### src/rtl/tmotion_pkg.sv
package tmotion_pkg;

  typedef enum logic [1:0] {
    MODE_NONE   = 2'd0,
    MODE_MOVE   = 2'd1,
    MODE_WRITE  = 2'd2,
    MODE_REWIND = 2'd3
  } mode_e;

  typedef enum logic [1:0] {
    PH_IDLE  = 2'd0,
    PH_LOAD  = 2'd1,
    PH_ACCEL = 2'd2,
    PH_RUN   = 2'd3
  } phase_e;

  // Rewind wins over write; plain motion otherwise.
  function automatic mode_e classify_cmd(input logic wr, input logic rw);
    if (rw)      return MODE_REWIND;
    else if (wr) return MODE_WRITE;
    else         return MODE_MOVE;
  endfunction

  // Delay length in ticks for a preset of the given width.
  function automatic int unsigned delay_ticks(input int unsigned preset,
                                              input int unsigned width);
    return (32'd1 << width) - preset;
  endfunction

endpackage

### src/rtl/tmotion_select.sv
module tmotion_select #(
  parameter int NUM_UNITS = 8,
  parameter int SEL_W     = $clog2(NUM_UNITS)
) (
  input  logic                 clk_i,
  input  logic                 rst_ni,
  input  logic                 hold_i,
  input  logic [SEL_W-1:0]     unit_sel_i,
  input  logic [NUM_UNITS-1:0] online_vec_i,
  input  logic [NUM_UNITS-1:0] medium_vec_i,
  input  logic [NUM_UNITS-1:0] ready_vec_i,
  input  logic [NUM_UNITS-1:0] settle_vec_i,
  output logic [SEL_W-1:0]     sel_code_o,
  output logic                 sel_online_o,
  output logic                 sel_loaded_o,
  output logic                 sel_ready_o,
  output logic                 sel_settle_o
);

  logic [SEL_W-1:0]     sel_q;
  logic [NUM_UNITS-1:0] connected;

  always_ff @(posedge clk_i or negedge rst_ni) begin
    if (!rst_ni)      sel_q <= '0;
    else if (!hold_i) sel_q <= unit_sel_i;
  end

  // A transport joins the bus only on a code match while on-line.
  for (genvar u = 0; u < NUM_UNITS; u++) begin : g_unit
    assign connected[u] = (sel_q == SEL_W'(u)) && online_vec_i[u];
  end

  assign sel_code_o   = sel_q;
  assign sel_online_o = |connected;
  assign sel_loaded_o = |(connected & medium_vec_i);
  assign sel_ready_o  = |(connected & ready_vec_i);
  assign sel_settle_o = |(connected & settle_vec_i);

  AST_SEL_HELD: assert property (@(posedge clk_i) disable iff (!rst_ni)
    $past(hold_i) |-> $stable(sel_code_o));

endmodule

### src/rtl/tmotion_delay_cnt.sv
module tmotion_delay_cnt #(
  parameter int PRESET_W = 14
) (
  input  logic                clk_i,
  input  logic                rst_ni,
  input  logic                clear_i,
  input  logic                load_i,
  input  logic                count_en_i,
  input  logic                tick_i,
  input  logic [PRESET_W-1:0] preset_i,
  output logic                last_tick_o
);

  localparam int CW = PRESET_W + 1;
  localparam logic [CW-1:0] LAST_VAL = {1'b0, {PRESET_W{1'b1}}};

  logic [CW-1:0] cnt_q;
  logic          at_term;
  logic          step;

  assign at_term     = cnt_q[PRESET_W];
  assign step        = count_en_i && tick_i && !at_term;
  assign last_tick_o = step && (cnt_q == LAST_VAL);

  always_ff @(posedge clk_i or negedge rst_ni) begin
    if (!rst_ni)      cnt_q <= '0;
    else if (clear_i) cnt_q <= '0;
    else if (load_i)  cnt_q <= {1'b0, preset_i};
    else if (step)    cnt_q <= cnt_q + CW'(1);
  end

  AST_CNT_FROZEN: assert property (@(posedge clk_i) disable iff (!rst_ni)
    at_term && !clear_i && !load_i |=> $stable(cnt_q));

  AST_CNT_LOADED: assert property (@(posedge clk_i) disable iff (!rst_ni)
    load_i && !clear_i |=> !at_term && (cnt_q[PRESET_W-1:0] == $past(preset_i)));

endmodule

### src/rtl/tmotion_ctrl.sv
module tmotion_ctrl
  import tmotion_pkg::*;
#(
  parameter int LOAD_CYC = 2
) (
  input  logic       clk_i,
  input  logic       rst_ni,
  input  logic       drive_set_i,
  input  logic       stop_req_i,
  input  logic       sel_online_i,
  input  logic       sel_loaded_i,
  input  logic       cmd_write_i,
  input  logic       cmd_rewind_i,
  input  logic       last_tick_i,
  output logic       stop_o,
  output logic       start_pls_o,
  output logic       delay_load_o,
  output logic       accel_o,
  output logic       reading_o,
  output logic       count_en_o,
  output logic       ctr_clear_o,
  output logic       hold_o,
  output logic [1:0] mode_o
);

  localparam int LW = (LOAD_CYC > 1) ? $clog2(LOAD_CYC) : 1;
  localparam logic [LW-1:0] LOAD_LAST = LW'(LOAD_CYC - 1);

  phase_e        phase_q, phase_d;
  mode_e         mode_q;
  logic [LW-1:0] load_cnt_q;

  logic qualified;
  logic start_ev;
  logic load_done;

  assign qualified = sel_online_i && sel_loaded_i;
  assign start_ev  = (phase_q == PH_IDLE) && drive_set_i && qualified && !stop_req_i;
  assign load_done = (phase_q == PH_LOAD) && (load_cnt_q == LOAD_LAST);

  always_comb begin
    phase_d = phase_q;
    if (stop_req_i) begin
      phase_d = PH_IDLE;
    end else begin
      unique case (phase_q)
        PH_IDLE:  if (start_ev) phase_d = PH_LOAD;
        PH_LOAD:  if (load_done) phase_d = (mode_q == MODE_REWIND) ? PH_IDLE : PH_ACCEL;
        PH_ACCEL: if (last_tick_i) phase_d = PH_RUN;
        PH_RUN:   phase_d = PH_RUN;
        default:  phase_d = PH_IDLE;
      endcase
    end
  end

  always_ff @(posedge clk_i or negedge rst_ni) begin
    if (!rst_ni) begin
      phase_q    <= PH_IDLE;
      mode_q     <= MODE_NONE;
      load_cnt_q <= '0;
    end else begin
      phase_q <= phase_d;
      if (start_ev) begin
        mode_q     <= classify_cmd(cmd_write_i, cmd_rewind_i);
        load_cnt_q <= '0;
      end else if (phase_q == PH_LOAD && !load_done) begin
        load_cnt_q <= load_cnt_q + LW'(1);
      end
    end
  end

  assign stop_o       = (phase_q == PH_IDLE);
  assign start_pls_o  = (phase_q == PH_LOAD) && (load_cnt_q == '0);
  assign delay_load_o = (phase_q == PH_LOAD);
  assign accel_o      = ((phase_q == PH_LOAD) && (mode_q != MODE_REWIND)) ||
                        (phase_q == PH_ACCEL);
  assign reading_o    = (phase_q == PH_RUN);
  assign count_en_o   = (phase_q == PH_ACCEL);
  assign ctr_clear_o  = (phase_q == PH_IDLE);
  assign hold_o       = (phase_q != PH_IDLE);
  assign mode_o       = mode_q;

  AST_START_QUALIFIED: assert property (@(posedge clk_i) disable iff (!rst_ni)
    $rose(start_pls_o) |-> $past(drive_set_i && qualified));

  AST_START_ONE_CYCLE: assert property (@(posedge clk_i) disable iff (!rst_ni)
    start_pls_o |=> !start_pls_o);

  AST_START_WITH_LOAD: assert property (@(posedge clk_i) disable iff (!rst_ni)
    start_pls_o |-> delay_load_o && !stop_o);

  AST_READ_EXCLUSIVE: assert property (@(posedge clk_i) disable iff (!rst_ni)
    reading_o |-> !accel_o && !stop_o && !delay_load_o);

  AST_STOP_WINS: assert property (@(posedge clk_i) disable iff (!rst_ni)
    stop_req_i |=> stop_o && !reading_o && !accel_o);

  AST_REWIND_NO_ACCEL: assert property (@(posedge clk_i) disable iff (!rst_ni)
    (mode_o == MODE_REWIND) |-> !accel_o && !reading_o);

endmodule

### src/rtl/tmotion_seq.sv
module tmotion_seq
  import tmotion_pkg::*;
#(
  parameter int NUM_UNITS = 8,
  parameter int PRESET_W  = 14,
  parameter int LOAD_CYC  = 2,
  localparam int SEL_W    = $clog2(NUM_UNITS)
) (
  input  logic                 clk_i,
  input  logic                 rst_ni,
  input  logic [SEL_W-1:0]     unit_sel_i,
  input  logic [NUM_UNITS-1:0] online_vec_i,
  input  logic [NUM_UNITS-1:0] medium_vec_i,
  input  logic [NUM_UNITS-1:0] ready_vec_i,
  input  logic [NUM_UNITS-1:0] settle_vec_i,
  input  logic                 drive_set_i,
  input  logic                 stop_req_i,
  input  logic                 cmd_write_i,
  input  logic                 cmd_rewind_i,
  input  logic                 tick_i,
  input  logic [PRESET_W-1:0]  preset_i,
  output logic [SEL_W-1:0]     sel_code_o,
  output logic                 sel_ready_o,
  output logic                 sel_settle_o,
  output logic                 stop_o,
  output logic                 start_pls_o,
  output logic                 delay_load_o,
  output logic                 accel_o,
  output logic                 reading_o,
  output logic [1:0]           mode_o
);

  // Named internal events, visible to assertions.
  logic sel_online;
  logic sel_loaded;
  logic hold;
  logic last_tick;
  logic count_en;
  logic ctr_clear;

  tmotion_select #(
    .NUM_UNITS(NUM_UNITS),
    .SEL_W    (SEL_W)
  ) select_i (
    .clk_i       (clk_i),
    .rst_ni      (rst_ni),
    .hold_i      (hold),
    .unit_sel_i  (unit_sel_i),
    .online_vec_i(online_vec_i),
    .medium_vec_i(medium_vec_i),
    .ready_vec_i (ready_vec_i),
    .settle_vec_i(settle_vec_i),
    .sel_code_o  (sel_code_o),
    .sel_online_o(sel_online),
    .sel_loaded_o(sel_loaded),
    .sel_ready_o (sel_ready_o),
    .sel_settle_o(sel_settle_o)
  );

  tmotion_delay_cnt #(
    .PRESET_W(PRESET_W)
  ) delay_i (
    .clk_i      (clk_i),
    .rst_ni     (rst_ni),
    .clear_i    (ctr_clear),
    .load_i     (delay_load_o),
    .count_en_i (count_en),
    .tick_i     (tick_i),
    .preset_i   (preset_i),
    .last_tick_o(last_tick)
  );

  tmotion_ctrl #(
    .LOAD_CYC(LOAD_CYC)
  ) ctrl_i (
    .clk_i       (clk_i),
    .rst_ni      (rst_ni),
    .drive_set_i (drive_set_i),
    .stop_req_i  (stop_req_i),
    .sel_online_i(sel_online),
    .sel_loaded_i(sel_loaded),
    .cmd_write_i (cmd_write_i),
    .cmd_rewind_i(cmd_rewind_i),
    .last_tick_i (last_tick),
    .stop_o      (stop_o),
    .start_pls_o (start_pls_o),
    .delay_load_o(delay_load_o),
    .accel_o     (accel_o),
    .reading_o   (reading_o),
    .count_en_o  (count_en),
    .ctr_clear_o (ctr_clear),
    .hold_o      (hold),
    .mode_o      (mode_o)
  );

  AST_LAST_TICK_IN_ACCEL: assert property (@(posedge clk_i) disable iff (!rst_ni)
    last_tick |=> reading_o || stop_o);

  AST_NO_START_WHILE_BUSY: assert property (@(posedge clk_i) disable iff (!rst_ni)
    !stop_o && drive_set_i && !delay_load_o |=> !start_pls_o);

endmodule

### config.mk
export PLATFORM = sky130hd
export DESIGN_NAME = tmotion_seq
export DESIGN_NICKNAME = d
export VERILOG_FILES = /design/src/rtl/tmotion_pkg.sv /design/src/rtl/tmotion_select.sv /design/src/rtl/tmotion_delay_cnt.sv /design/src/rtl/tmotion_ctrl.sv /design/src/rtl/tmotion_seq.sv
export SDC_FILE = /design/constraint.sdc
export NUM_CORES = 1
export LEC_CHECK = 0
export BUFFER_PORTS_ARGS = -buffer_cell sky130_fd_sc_hd__buf_2
export CORE_UTILIZATION = 30
export CTS_BUF_LIST = sky130_fd_sc_hd__clkbuf_8
export DETAILED_ROUTE_END_ITERATION = 10
export PLACE_DENSITY = 0.57
export SYNTH_ARGS = -nofsm -noshare
export SYNTH_HDL_FRONTEND = slang
export SYNTH_SLANG_ARGS = --single-unit
### constraint.sdc
create_clock -name clk_i -period 1.7 [get_ports clk_i]
set_clock_uncertainty 0.1 [all_clocks]
set_input_delay 0.17 -clock clk_i [delete_from_list [all_inputs] [get_ports clk_i]]
set_output_delay 0.17 -clock clk_i [all_outputs]
set_load 0.05 [all_outputs]
==> results of run 1 <==
-- worst max-delay path: cells and delay by family, from the launching register on --
family | cells | cell delay (ns)
muxes | 1 | 0.50
DFF | 1 | 0.49
buffers and inverters | 4 | 0.45
AOI/OAI and AO/OA | 1 | 0.08
-- cell families (layout without fill, tap and decap cells) --
family / Yosys count / after routing / share of synthesized area [%]
AOI/OAI and AO/OA: 41 / 41 / 17.6
xor gates and xnor gates: 7 / 7 / 3.82
adders and majority gates: 1 / 1 / 0.780
buffers and inverters: 14 / 108 / 4.45
DFF: 23 / 23 / 35.9
muxes: 14 / 14 / 12.9
and+or+nand+nor: 74 / 74 / 24.5
-- synthesized netlist by cell type, types with 3 or more instances --
| master | count | area (um^2) |
|---|---|---|
| xnor2_1 | 4 | 35.0 |
| nand3_1 | 9 | 45.0 |
| a21oi_1 | 10 | 50.1 |
| nor2_1 | 8 | 30.0 |
| clkbuf_1 | 3 | 11.3 |
| a32oi_1 | 9 | 78.8 |
| dfrtp_1 | 23 | 576 |
| inv_1 | 5 | 18.8 |
| xor2_1 | 3 | 26.3 |
| nand4_1 | 3 | 18.8 |
| nand2b_1 | 3 | 18.8 |
| nand2_1 | 27 | 101 |
| mux2i_1 | 5 | 50.1 |
| o21ai_1 | 5 | 25.0 |
| o21ai_0 | 6 | 30.0 |
| buf_2 | 3 | 15.0 |
| mux2_2 | 4 | 45.0 |
| nor2b_1 | 7 | 43.8 |
-- area by class of cell --
type	count	share of cell area (%)
timing repair buffer	99	26.1
inverter	5	1.09
clock buffer	3	1.72
multi-input combinational	137	43.0
sequential	23	24.3
clock inverter	1	0.156
tap	70	3.64
-- per-layer routing --
metal | track usage [%] | routed length (um)
met5 | 0 | 0
met4 | 5.03 | 52
met3 | 1.74 | 156
met2 | 26.3 | 2210
met1 | 22.4 | 2050
-- worst min path at each step --
stage / cells after the start / slack (ns) / end
5_1_grt: 3 / 0.01 / delay_i.cnt_q[3]$_DFFE_PN0P_
3_3_place_gp: 1 / 0.08 / delay_i.cnt_q[0]$_DFFE_PN0P_
4_1_cts: 3 / 0.01 / delay_i.cnt_q[3]$_DFFE_PN0P_
2_1_floorplan: 0 / -0.23 / ctrl_i.load_cnt_q$_DFFE_PN0P_
6_report: 3 / 0.01 / delay_i.cnt_q[3]$_DFFE_PN0P_
3_5_place_dp: 1 / 0.09 / delay_i.cnt_q[0]$_DFFE_PN0P_
-- power by group through the flow --
stage               clock network [mW]  registers [mW]  logic (mW)
finish                           0.339           0.727        1.02
global route                     0.374           0.746        1.10
CTS                              0.354           0.721       0.970
detailed placement                   0           0.748       0.871
global placement                     0           0.746       0.868
floorplan                            0           0.827       0.524
-- repair_timing --
item / 4_1_cts / 5_1_grt
endpoints found under the setup margin: 8 / 18
hold buffers: 2 / 0
hold endpoints to repair: 24 / 0
buffers inserted: 4 / 5
resized for setup: 15 / 20
pin swaps: 1 / 7
-- flip-flops by register name, summed over array words and instances (netlist names) --
register and flops:
ctrl_i.load_cnt_q 1, ctrl_i.phase_q 2, select_i.sel_code_o 3, ctrl_i.mode_o 2
delay_i.cnt_q 15
-- metrics by stage --
| stage | power, mW | cell area [um^2] |
|---|---|---|
| 4_1_cts | 2.05 | 2290 |
| 3_3_place_gp | 1.61 | 2160 |
| 6_report | 2.08 | 2400 |
| 5_1_grt | 2.22 | 2400 |
| 3_5_place_dp | 1.62 | 2160 |
| 2_1_floorplan | 1.35 | 1640 |
==> metrics.yaml, run 1 <==
async_reset_ff_share_pct: 100
critPathArrivalTime_ns: 1.80
slew_violations: 0
crit_path_start: "select_i.sel_code_o[2]$_DFFE_PN0P_"
place_hpwl_mm: 3.23
violations: "negative setup slack"
io_pins: 68
wire_per_inst_um: 13.2
ff2ff_setup_slack_ns: -0.28
clockRootBuffer: "clkbuf_8"
status: "finished, violations left"
fin_ws_ns: -0.366
whs_ns: 0.0123
nFillCells: 539
multiInputGateArea_um2: 1030
synth_flop_cell: "dfrtp_1"
rr_endpoint: "ctrl_i.mode_o[0]$_DFFE_PN0P_"
syn_area_per_cell_um2: 9.22
ant_nets: 0
r2r-start: "select_i.sel_code_o[2]$_DFFE_PN0P_"
power_frac_seq_pct: 34.9
final_common_cell: "buf_2"
maxCapViolCount: 0
grt_use_total_pct: 16.1
p_leak_nw: 1.07
cts.sinks: 23
placed_cells: 323
synth.cell_area_um2: 1600
cp_slowest_stage_delay_ns: 0.50
final_cell_mix: "buf_2, nand2_1, buf_4"
first_global_vias: 1568
die-area_um2: 5640
critPathLaunchType: "flop"
ff2ff_path_depth: 6
yosys_warnings: 0
ir_drop_v: 0.000478
synth_cell_types: 46
stdcell_count: 338
synth_edf_count: 0
die_h_um: 75.1
diodes: 0
vias: 1671
synthCells: 174
drive_gt1_share_pct: 51.1
clk_latency_ns: 0.26
dieWidth_um: 75.1
fmax_mhz: 484
finish.utilization_pct: 46.8
cts_inserted_buffers: 3
cts_max_level: 1
p_switching_mw: 0.832
min_period_over_period_pct: 122
hold_violations: 0
drc: 0
place_ws_ns: -0.218
clock_path_buffers: 2
powerDensity_nw_per_um2: 867
area_growth_pct: 49.9
ys_seq_area_share_pct: 35.9
clk_pin_slew_worst_paths_ns: 0.08
regArea_um2: 584
critPathCapture: "sel_settle_o"
hp-class: "input pin to flop"
path_class: "flop to output pin"
dr.pass1.iters: 4
ys_ff_latch: 23
num_rows: 26
max_slew_margin_pct: 64.6
crit_required_ns: 1.43
power_frac_comb_pct: 48.8
tightest_slew_ns: 0.531
synth.net_count: 231
slowest_stage: "mux4_2"
crit_path_frequent_cell: "buf_6"
initial_core_util_pct: 31.2
cp-end-kind: "output pin"
dr.first_iter.drc_count: 75
overflow: 0
grt_pass1_wl_mm: 6.93
min_period_ns: 2.07
finalWeightedCongestion: 0.772
crit_chain: "buf_6, buf_6, a32oi_2, mux4_2, clkinvlp_4, buf_8"
core_um2: 5140
cts_tree: "done"
switching_share_pct: 39.9
fin_tns_setup_ns: -1.68
grt_max_degree: 24
setup_viol: 6
port_buffers: 67
grt_setup_unrepaired: "yes"
p_int_mw: 1.25
power.share.clock_pct: 16.3
nets: 326
hold_path.startpoint: "preset_i[3]"
routed_wl_mm: 4.47
critPathMaxFanout: 6
antenna_found_initial: 0
via_per_inst: 4.94
Note: power is estimated with default switching activity, not from simulation.
==> inputs of run 2 (changes only) <==
--- a/config.mk
+++ b/config.mk
@@ -10,6 +10,7 @@
 export CTS_BUF_LIST = sky130_fd_sc_hd__clkbuf_8
 export DETAILED_ROUTE_END_ITERATION = 10
 export PLACE_DENSITY = 0.57
+export RECOVER_POWER = 50
 export SYNTH_ARGS = -nofsm -noshare
 export SYNTH_HDL_FRONTEND = slang
 export SYNTH_SLANG_ARGS = --single-unit
==> constraint.sdc (replaced) <==
create_clock -name clk_i -period 1.7 [get_ports clk_i]
set_clock_uncertainty 0.1 [all_clocks]
set_input_delay 0.17 -clock clk_i [delete_from_list [all_inputs] [get_ports clk_i]]
set_output_delay 0.17 -clock clk_i [all_outputs]
set_load 0.005 [all_outputs]
==> metrics.yaml, run 2 (synthesis gave the netlist of run 1 again) <==
die-area_um2: 5640
max_slew_margin_pct: 61.5
dpl_cell_area_um2: 2150
overflow: 0
path_class: "flop to output pin"
initial_core_util_pct: 31.2
dr.first_iter.drc_count: 37
critPathTopFamily: "multiplexers"
num_rows: 26
final_cell_mix: "buf_2, nand2_1, buf_4"
fin_tns_setup_ns: -1.30
worstPathBufferInverterCount: 3
tightest_slew_ns: 0.577
critPathArrivalTime_ns: 1.66
r2r-start: "select_i.sel_code_o[2]$_DFFE_PN0P_"
final_common_cell: "buf_2"
powerDensity_nw_per_um2: 770
crit_required_ns: 1.43
hp-class: "input pin to flop"
via_per_inst: 4.91
maxCapViolCount: 0
diodes: 0
status: "finished, violations left"
crit_path_frequent_cell: "buf_6"
hold_path.startpoint: "preset_i[3]"
nets: 330
grt_use_total_pct: 16.3
grt_max_degree: 24
violations: "negative setup slack"
largest_reg_flops: 15
slew_violations: 0
dieWidth_um: 75.1
min_period_ns: 1.93
first_global_vias: 1542
p_leak_nw: 1.09
die_h_um: 75.1
routed_wl_mm: 4.50
setup_viol: 9
ff2ff_setup_slack_ns: -0.21
vias: 1679
min_period_over_period_pct: 114
hold_path_end: "delay_i.cnt_q[3]$_DFFE_PN0P_"
finalPower_mw: 1.85
crit_chain: "buf_6, nor2b_4, a32oi_1, mux4_2, inv_2, buf_6"
drc: 0
cts.sinks: 23
finalInstanceArea_um2: 2400
drive_gt1_share_pct: 49.6
ff2ff_path_depth: 7
port_buffers: 67
wire_per_inst_um: 13.2
antenna_found_initial: 0
fmax_mhz: 518
slowest_stage: "mux4_2"
clk_latency_ns: 0.26
finalWeightedCongestion: 0.817
critPathLaunchType: "flop"
fin_ws_ns: -0.230
clock_path_buffers: 2
cp-end-kind: "output pin"
dr.pass1.iters: 6
rr_endpoint: "ctrl_i.mode_o[0]$_DFFE_PN0P_"
clk_pin_slew_worst_paths_ns: 0.08
critPathMaxFanout: 7
core_um2: 5140
hold_depth: 3
place_hpwl_mm: 3.40
grt_setup_unrepaired: "yes"
clockRootBuffer: "clkbuf_8"
io_pins: 68
cts_max_level: 1
ant_nets: 0
ir_drop_v: 0.000394
area_growth_pct: 49.7
largest-register: "delay_i.cnt_q"
cp_slowest_stage_delay_ns: 0.48
cts_tree: "done"
hold_violations: 0
cts_inserted_buffers: 3
grt_pass1_wl_mm: 6.92
==> run 2: what timing repair did <==
item / CTS / global route
buffers inserted: 7 / 4
hold buffers: 2 / 0
pin swaps: 0 / 5
endpoints found under the hold margin: 24 / 0
gates resized for setup: 8 / 25
setup endpoints to repair: 8 / 15
==> run 2: per-layer routing <==
metal | part of all wire, % | routed length, um | vias up | track usage [%]
met4 | 1.2 | 54 | 0 | 5.03
met3 | 4.8 | 216 | 5 | 1.34
met5 | 0 | 0 | - | 0
met1 | 45 | 2030 | 790 | 21.7
li1 | - | - | 836 | -
met2 | 49 | 2210 | 48 | 27.9
==> run 2: stage by stage <==
stage               setup WS, ns  hold slack (ns)  std cells  util, %
global placement          -0.129           0.0819        325     41.8
detailed placement        -0.188           0.0882        325     41.8
finish                    -0.230          0.00670        342     46.7
floorplan                -0.0547           -0.226        174        -
global route              -0.309           0.0150        342     46.7
CTS                       -0.229          0.00408        338     44.2
==> run 2: final cells by class <==
class	count	area (um^2)
well taps	70	87.6
multi-input cells	137	1020
clock inverters	1	5.00
repair buffers	103	646
flip-flops and latches	23	579
clock buffers	3	41.3
inverters	5	18.8
fillers	527	2740
==> run 2: how the worst max path moves through the flow <==
stage	start	end	slack [ns]	cells after the start
floorplan	select_i.sel_code_o[0]$_DFFE_PN0P_	ctrl_i.mode_o[0]$_DFFE_PN0P_	-0.05	5
global placement	select_i.sel_code_o[2]$_DFFE_PN0P_	sel_ready_o	-0.13	6
detailed placement	select_i.sel_code_o[2]$_DFFE_PN0P_	sel_ready_o	-0.19	6
CTS	select_i.sel_code_o[2]$_DFFE_PN0P_	ctrl_i.mode_o[0]$_DFFE_PN0P_	-0.23	7
global route	select_i.sel_code_o[2]$_DFFE_PN0P_	ctrl_i.phase_q[0]$_DFFE_PN0P_	-0.31	8
finish	select_i.sel_code_o[2]$_DFFE_PN0P_	sel_ready_o	-0.23	6
==> run 2: worst register-to-register path, stage by stage (launching register included) <==
cell and delay, ns:
dfrtp_2 0.46, buf_6 0.14, buf_6 0.11, nand4b_1 0.17
a31oi_1 0.21, a311oi_2 0.06, nor3_2 0.22, mux2_4 0.33
==> run 2: power by group <==
group | switching (mW) | leakage (nW) | internal (mW) | total [mW]
Combinational | 0.336 | 0.770 | 0.460 | 0.796
Clock | 0.181 | 0.0255 | 0.164 | 0.345
Sequential | 0.0857 | 0.299 | 0.623 | 0.709
Total | 0.603 | 1.09 | 1.25 | 1.85
==> inputs of run 3 (changes only) <==
--- a/config.mk
+++ b/config.mk
@@ -6,9 +6,11 @@
 export NUM_CORES = 1
 export LEC_CHECK = 0
 export BUFFER_PORTS_ARGS = -buffer_cell sky130_fd_sc_hd__buf_2
+export CORE_MARGIN = 3
 export CORE_UTILIZATION = 30
 export CTS_BUF_LIST = sky130_fd_sc_hd__clkbuf_8
 export DETAILED_ROUTE_END_ITERATION = 10
+export MAX_ROUTING_LAYER = met4
 export PLACE_DENSITY = 0.57
 export RECOVER_POWER = 50
 export SYNTH_ARGS = -nofsm -noshare
==> metrics.yaml, run 3 (synthesis gave the netlist of run 1 again) <==
status: "finished, violations left"
violations: "negative setup slack"
io_pins: 68
finalInstanceArea_um2: 2440
tightest_slew_ns: 0.605
crit_chain: "buf_6, buf_6, a32oi_1, mux4_2, inv_2, buf_2"
maxCapViolCount: 0
place_ws_ns: -0.137
initial_core_util_pct: 32.5
multiInputGateArea_um2: 1050
grt_setup_unrepaired: "yes"
place_hpwl_mm: 3.44
p_switching_mw: 0.618
grt_max_degree: 24
r2r-start: "select_i.sel_code_o[2]$_DFFE_PN0P_"
clk_pin_slew_worst_paths_ns: 0.08
grt_use_total_pct: 14.9
fmax_mhz: 522
dr.pass1.iters: 4
power_frac_comb_pct: 43.8
min_period_over_period_pct: 113
cts.sinks: 23
power.share.clock_pct: 18.4
routed_wl_mm: 4.87
hold_path.startpoint: "preset_i[3]"
p_leak_nw: 1.12
path_class: "flop to output pin"
fin_ws_ns: -0.217
ff2ff_setup_slack_ns: -0.17
worstPathBufferInverterCount: 4
cp-end-kind: "output pin"
num_rows: 25
port_buffers: 67
clock_path_buffers: 2
crit_path_start: "select_i.sel_code_o[2]$_DFFE_PN0P_"
ff2ff_path_depth: 7
largest-register: "delay_i.cnt_q"
whs_ns: 0.0203
hold_violations: 0
grt_pass1_wl_mm: 7.32
p_int_mw: 1.25
vias: 1684
final_cell_mix: "buf_2, nand2_1, buf_4"
drive_gt1_share_pct: 51.5
fin_tns_setup_ns: -0.907
critPathLaunchType: "flop"
nFillCells: 499
cts_tree: "done"
stdcell_count: 339
setup_viol: 6
ir_drop_v: 0.000517
die_h_um: 79.1
largest_reg_flops: 15
ant_nets: 0
hold_depth: 3
clockRootBuffer: "clkbuf_8"
critPathTopFamily: "multiplexers"
core_um2: 4940
finalWeightedCongestion: 0.830
hold_path_end: "delay_i.cnt_q[3]$_DFFE_PN0P_"
first_global_vias: 1601
powerDensity_nw_per_um2: 763
area_growth_pct: 52.3
regArea_um2: 578
diodes: 0
slew_violations: 0
drc: 0
antenna_found_initial: 0
final_common_cell: "buf_2"
via_per_inst: 4.97
nets: 330
max_slew_margin_pct: 59.7
cts_inserted_buffers: 3
crit_required_ns: 1.43
switching_share_pct: 33.1
hp-class: "input pin to flop"
cts_max_level: 1
wire_per_inst_um: 14.4
rr_endpoint: "ctrl_i.phase_q[0]$_DFFE_PN0P_"
clk_latency_ns: 0.26
power_frac_seq_pct: 37.8
die-area_um2: 6260
dpl_cell_area_um2: 2150
dieWidth_um: 79.1
cp_slowest_stage_delay_ns: 0.49
crit_path_frequent_cell: "buf_6"
critPathArrivalTime_ns: 1.65
critPathMaxFanout: 4
min_period_ns: 1.92
dr.first_iter.drc_count: 97
placed_cells: 323
overflow: 0
slowest_stage: "mux4_2"
==> run 3: cell count changes in the layout (fill, tap and decap cells not counted), moves of 2 or more <==
| cell | before | now |
|---|---|---|
| nor2_1 | 8 | 6 |
| nor2_2 | 1 | 3 |
| buf_4 | 26 | 24 |
| nor2b_4 | 3 | 6 |
| nor2b_1 | 2 | 0 |
| buf_6 | 9 | 7 |
| buf_2 | 64 | 66 |
==> run 3: worst max-delay path by stage <==
stage                                         end  slack [ns]  cells past startpoint
floorplan            ctrl_i.mode_o[0]$_DFFE_PN0P_       -0.05                      5
global placement    ctrl_i.phase_q[0]$_DFFE_PN0P_       -0.08                      5
detailed placement  ctrl_i.phase_q[0]$_DFFE_PN0P_       -0.14                      5
CTS                                  sel_settle_o       -0.22                      6
global route                         sel_settle_o       -0.27                      6
finish                               sel_settle_o       -0.22                      6
==> run 3: layer usage <==
metal	wire length (um)	global-route usage, %
met1	2120	19.6
met5	0	-
met2	2480	23.8
met3	251	3.29
met4	17	2.75
==> run 3: timing repair <==
| item | in CTS | in global routing |
|---|---|---|
| cloned | 0 | 1 |
| hold endpoints to repair | 24 | 0 |
| setup endpoints to repair | 8 | 17 |
| gates resized for setup | 18 | 22 |
| setup buffers | 4 | 5 |
| pin swaps | 1 | 6 |
| hold buffers | 2 | 0 |
==> run 3: area by class of cell <==
class / count / area share (%)
Timing Repair Buffer: 103 / 27.1
Tap cell: 67 / 3.43
Sequential cell: 23 / 23.7
Multi-Input combinational cell: 137 / 43.1
Clock inverter: 1 / 0.205
Clock buffer: 3 / 1.69
Inverter: 5 / 0.768
==> run 3: worst min-delay path, stage by stage <==
cell and delay (ns):
buf_2 0.09, a32oi_1 0.05, nand2_1 0.05
==> run 3: per-stage QoR <==
stage	power, mW	utilization, %
2_1_floorplan	1.09	-
3_3_place_gp	1.37	43.5
3_5_place_dp	1.37	43.5
4_1_cts	1.81	46.5
5_1_grt	1.99	49.4
6_report	1.87	49.4
==> run 3: power groups by stage <==
stage | Combinational (mW) | Clock [mW] | Sequential (mW)
floorplan | 0.388 | 0 | 0.697
global placement | 0.667 | 0 | 0.706
detailed placement | 0.669 | 0 | 0.706
CTS | 0.753 | 0.363 | 0.695
global route | 0.891 | 0.383 | 0.718
finish | 0.817 | 0.344 | 0.705
